**config.mk**
```make
export PLATFORM = sky130hd
export DESIGN_NAME = seq9_counter
export DESIGN_NICKNAME = d
export VERILOG_FILES = /design/src/rtl/seq9_pkg.sv /design/src/rtl/seq9_jk_cell.sv /design/src/rtl/seq9_excite.sv /design/src/rtl/seq9_counter.sv
export SDC_FILE = /design/constraint.sdc
export NUM_CORES = 1
export LEC_CHECK = 0
export BUFFER_PORTS_ARGS = -buffer_cell sky130_fd_sc_hd__buf_4
export CORE_AREA = 2 2 39 41
export CTS_CLUSTER_SIZE = 28
export DETAILED_ROUTE_END_ITERATION = 6
export DIE_AREA = 0 0 41 43
export HOLD_SLACK_MARGIN = 0.05
export PLACE_DENSITY = 0.62
export RECOVER_POWER = 25
export SLEW_MARGIN = 5
export SYNTH_ARGS = -nofsm -noshare
export SYNTH_HDL_FRONTEND = slang
export SYNTH_SLANG_ARGS = --single-unit
```
**constraint.sdc**
```tcl
create_clock -name clk -period 2.6 [get_ports clk]
set_clock_uncertainty 0.15 [all_clocks]
set_input_delay 0.39 -clock clk [delete_from_list [all_inputs] [get_ports clk]]
set_output_delay 0.39 -clock clk [all_outputs]
set_load 0.005 [all_outputs]
```
**src/rtl/seq9_pkg.sv**
```systemverilog
package seq9_pkg;

  localparam int CNT_W    = 4;
  localparam int N_STATES = 9;

  typedef logic [CNT_W-1:0] code_t;

  localparam code_t START_CODE = 4'b0011;
  localparam code_t LAST_CODE  = 4'b0111;

  // Successor on the loop; codes off the loop fall back to the start.
  function automatic code_t seq9_succ(input code_t c);
    code_t n;
    case (c)
      4'b0011: n = 4'b0101;
      4'b0101: n = 4'b1001;
      4'b1001: n = 4'b1000;
      4'b1000: n = 4'b1011;
      4'b1011: n = 4'b1010;
      4'b1010: n = 4'b0110;
      4'b0110: n = 4'b0100;
      4'b0100: n = 4'b0111;
      4'b0111: n = 4'b0011;
      default: n = START_CODE;
    endcase
    return n;
  endfunction

  // True when the code belongs to the nine-state loop.
  function automatic logic seq9_on_loop(input code_t c);
    logic hit;
    case (c)
      4'b0011, 4'b0101, 4'b1001, 4'b1000, 4'b1011,
      4'b1010, 4'b0110, 4'b0100, 4'b0111: hit = 1'b1;
      default:                            hit = 1'b0;
    endcase
    return hit;
  endfunction

  // Code the cells should hold after the next falling edge.
  function automatic code_t seq9_target(input code_t c, input logic rst,
                                        input logic en);
    code_t t;
    if (rst)      t = START_CODE;
    else if (en)  t = seq9_succ(c);
    else          t = c;
    return t;
  endfunction

endpackage

```
**src/rtl/seq9_jk_cell.sv**
```systemverilog
module seq9_jk_cell (
  input  logic clk,
  input  logic j,
  input  logic k,
  output logic q
);

  always_ff @(negedge clk) begin
    case ({j, k})
      2'b10:   q <= 1'b1;
      2'b01:   q <= 1'b0;
      2'b11:   q <= ~q;
      default: q <= q;
    endcase
  end

endmodule

```
**src/rtl/seq9_excite.sv**
```systemverilog
module seq9_excite
  import seq9_pkg::*;
#(
  parameter int W = CNT_W
) (
  input  logic [W-1:0] q,
  input  logic         rst,
  input  logic         en,
  output logic [W-1:0] j,
  output logic [W-1:0] k,
  output logic         code_bad,
  output logic         wrap_evt
);

  code_t tgt;

  always_comb begin
    tgt = seq9_target(code_t'(q), rst, en);
  end

  // Free terms resolved so a cell is only set or cleared, never inverted.
  for (genvar b = 0; b < W; b++) begin : g_bit
    assign j[b] = ~q[b] &  tgt[b];
    assign k[b] =  q[b] & ~tgt[b];
  end

  assign code_bad = ~seq9_on_loop(code_t'(q));
  assign wrap_evt = ~rst & en & (code_t'(q) == LAST_CODE);

endmodule

```
**src/rtl/seq9_counter.sv**
```systemverilog
module seq9_counter
  import seq9_pkg::*;
(
  input  logic             clk,
  input  logic             rst,
  input  logic             en,
  output logic [CNT_W-1:0] count
);

  logic [CNT_W-1:0] state_q;
  logic [CNT_W-1:0] j_vec;
  logic [CNT_W-1:0] k_vec;
  logic             code_bad;
  logic             wrap_evt;

  seq9_excite #(.W(CNT_W)) u_exc (
    .q        (state_q),
    .rst      (rst),
    .en       (en),
    .j        (j_vec),
    .k        (k_vec),
    .code_bad (code_bad),
    .wrap_evt (wrap_evt)
  );

  for (genvar b = 0; b < CNT_W; b++) begin : g_cell
    seq9_jk_cell u_jk (
      .clk (clk),
      .j   (j_vec[b]),
      .k   (k_vec[b]),
      .q   (state_q[b])
    );
  end

  assign count = state_q;

endmodule

```
==> impl_metrics.py <==
metrics = {
    "grt": {
        "grt_pass1_vias": 359,
        "grt_max_degree": 9,
        "grt.busiest_layer": "met2",
        "grt_usage_pct": 12.1,
        "grtUsageMet3_pct": 4.19,
        "use_met2_pct": 20.0,
        "antenna_found_initial": 0,
        "grtUsageMet1_pct": 11.7,
        "grt_pass1_wl_um": 1400,
        "overflow": 0,
    },
    "worst_setup_path": {
        "reg2reg_depth": 8,
        "cpMaxStageDelayCell": "edfxtp_1",
        "worstPathRequired_ns": 2.06,
        "critPathTopFamily": "flip-flops",
        "path_cells": "buf_6",
        "cp_max_fo": 2,
        "startpoint_type": "flip-flop",
        "critical_path_class": "reg2out",
        "cp_num_cells": 1,
        "crit_buf_inv": 1,
        "cp-end-kind": "output port",
        "critPathMaxStageDelay_ns": 0.40,
        "cp.arrival_ns": 2.12,
    },
    "logic_synthesis": {
        "yosys.area_share.simple_pct": 13.7,
        "synth_cell_types": 20,
        "synth_warnings": 0,
        "syn_inst": 48,
        "synthMuxAreaShare_pct": 2.33,
        "synth_seq_cells": 4,
        "synth_top_family_by_area": "adder cells",
        "synth.most_common_cell": "inv_1",
        "syn_nets": 60,
        "yosys.area.top_type": "edfxtp_1",
        "ys_async_sr_fraction_pct": 0,
        "synth.top_cells.by_count": "inv_1, ha_1, buf_4, edfxtp_1",
        "synth_xor_area_share_pct": 0,
        "netlist_area_um2": 430,
        "synth_ff_type": "edfxtp_1",
        "synth-edff-count": 4,
        "syn_area_per_cell_um2": 8.97,
        "ys_top_cells_by_area": "edfxtp_1, ha_1, inv_1",
        "seq_area_frac_synth_pct": 27.9,
        "synth_compound_area_share_pct": 13.4,
        "synth_adder_area_share_pct": 26.2,
        "synth.top_cell.area_share_pct": 27.9,
    },
    "route": {
        "drt-initial-drc-count": 0,
        "vias": 359,
        "wl_um": 865,
        "viasPerCell": 4.54,
        "wl_per_cell_um": 10.9,
        "dr.pass1.iters": 1,
        "drc_errors": 0,
        "postRouteAntennaNets": 0,
    },
    "finish": {
        "largestRegisters": "g_cell.u_jk.q (4)",
        "largest_reg_flops": 4,
        "drive_gt1_share_pct": 30.2,
        "final_nets": 77,
        "top_register": "g_cell.u_jk.q",
        "post-route-cell-area_um2": 603,
        "syn_to_final_growth_pct": 40.1,
        "antenna_cells": 0,
    },
    "worst_hold_path": {
        "hold_depth": 3,
        "hold_path.class": "reg2reg",
    },
    "job": {
        "drv_cap": 0,
    },
    "clock_tree": {
        "cts_buffer_depth": 2,
        "cts_tree": "done",
        "clk_latency_ns": 0.30,
        "cts_buffers": 3,
        "cts_max_level": 1,
        "cts_root_buf": "clkbuf_4",
        "path_clk_slew_ns": 0.03,
        "ctsHoldBuffers": 0,
        "cts_sinks": 4,
    },
    "timing": {
        "slew_headroom_pct": 77.8,
        "fin_ws_ns": -0.0639,
        "slew_violations": 0,
        "rsz0062_at_grt": "true",
        "finalHoldViolations": 0,
        "setup_viol": 4,
        "worstMarginPinSlew_ns": 0.331,
    },
    "power": {
        "combPwrFrac_pct": 55.2,
        "pwr-share-clk_pct": 20.5,
        "power_frac_seq_pct": 24.3,
        "totalPowerFinal_uw": 499,
        "p_sw_uw": 184,
        "p_per_area_nw_per_um2": 827,
        "switching_share_pct": 37.0,
        "irDropWorstVdd_mv": 0.226,
        "internal_power_uw": 314,
        "power_leakage_uw": 0.000310,
    },
    "placed_design": {
        "finalWeightedCongestion": 0.679,
        "post_dp_cell_area_um2": 518,
        "post-dp-hpwl_um": 622,
        "port_buffers": 6,
        "place_ws_ns": -0.357,
    },
    "run_status": {
        "status": "finished, violations left",
        "violations": "negative setup slack",
    },
    "die": {
        "die_y_um": 43,
        "pin_count": 7,
        "die_w_um": 41,
        "rows": 14,
        "initial_core_util_pct": 31.1,
        "design.die.area_um2": 1760,
        "core_um2": 1380,
    },
}
## cell usage in the layout, fill, tap and decap left out
master | netlist | routed
mux2i_1 | 1 | 1
nor3b_1 | 1 | 1
ha_1 | 9 | 9
a32oi_1 | 1 | 1
inv_1 | 11 | 14
a31oi_1 | 1 | 1
nor2b_1 | 1 | 1
buf_8 | 0 | 2
and2b_1 | 1 | 1
nor2_1 | 2 | 1
nor2_2 | 0 | 1
a21oi_1 | 2 | 2
edfxtp_1 | 4 | 4
nor4b_4 | 0 | 1
or2_0 | 1 | 1
buf_4 | 4 | 7
o21bai_1 | 2 | 2
nand2_1 | 1 | 1
o21ai_0 | 2 | 1
a22oi_1 | 1 | 1
buf_6 | 0 | 4
nor3_1 | 1 | 1
or2_1 | 1 | 1
o21ai_2 | 0 | 1
clkbuf_4 | 0 | 3
## metal layers
layer / vias up / share of wire (%)
met2: 4 / 57
met5: - / 0
met3: 0 / 2.1
met4: 0 / 0
met1: 169 / 41
li1: 186 / -
## worst paths after layout
check	start	end	slack, ns
worst max-delay path	g_cell[1].u_jk.q	count[1]	-0.06
worst min-delay path	g_cell[0].u_jk.q	g_cell[0].u_jk.q	0.67
worst min register to register	g_cell[0].u_jk.q	g_cell[0].u_jk.q	0.67
worst max register to register	g_cell[1].u_jk.q	g_cell[1].u_jk.q	0.46
## metrics by stage
step	instances	utilization [%]	setup TNS [ns]	hold WS, ns
global route	79	43.6	-0.428	0.711
floorplan	48	-	-0.449	0.578
global placement	71	37.4	-1.70	0.629
CTS	79	42.0	-0.284	0.657
detailed placement	71	37.4	-1.77	0.646
finish	79	43.6	-0.238	0.674
## area by class of cell
cell class                 count  area [um2]
clock buffer                   3        22.5
multi-input combinational     29         260
clock inverter                 4        15.0
fill                         136         781
sequential                     4         120
tap                           16        20.0
timing repair buffer          13         128
inverter                      10        37.5
## power by group through the flow
stage                     clock network (uW)  registers [uW]  logic [uW]
after detailed placement                11.8             118         244
after global routing                     119             124         311
after floorplan                         11.8             140         152
after CTS                                108             117         267
final                                    102             121         275
after global placement                  11.8             117         235
## repair_timing
item                                    4_1_cts  5_1_grt
resized for setup                             5        6
pin swaps                                     6        3
endpoints found under the setup margin        7        6
setup buffers                                 2        0
hold endpoints to repair                      0        0
## cell families (layout without fill, tap and decap cells)
group | Yosys count | count (layout)
adder cells (fa/ha/maj) | 9 | 9
AND/OR/NAND/NOR | 10 | 10
buffers and inverters | 15 | 30
AO/OA/AOI/OAI | 9 | 9
flip-flops | 4 | 4
multiplexers | 1 | 1
(Power assumes the default switching activity.)
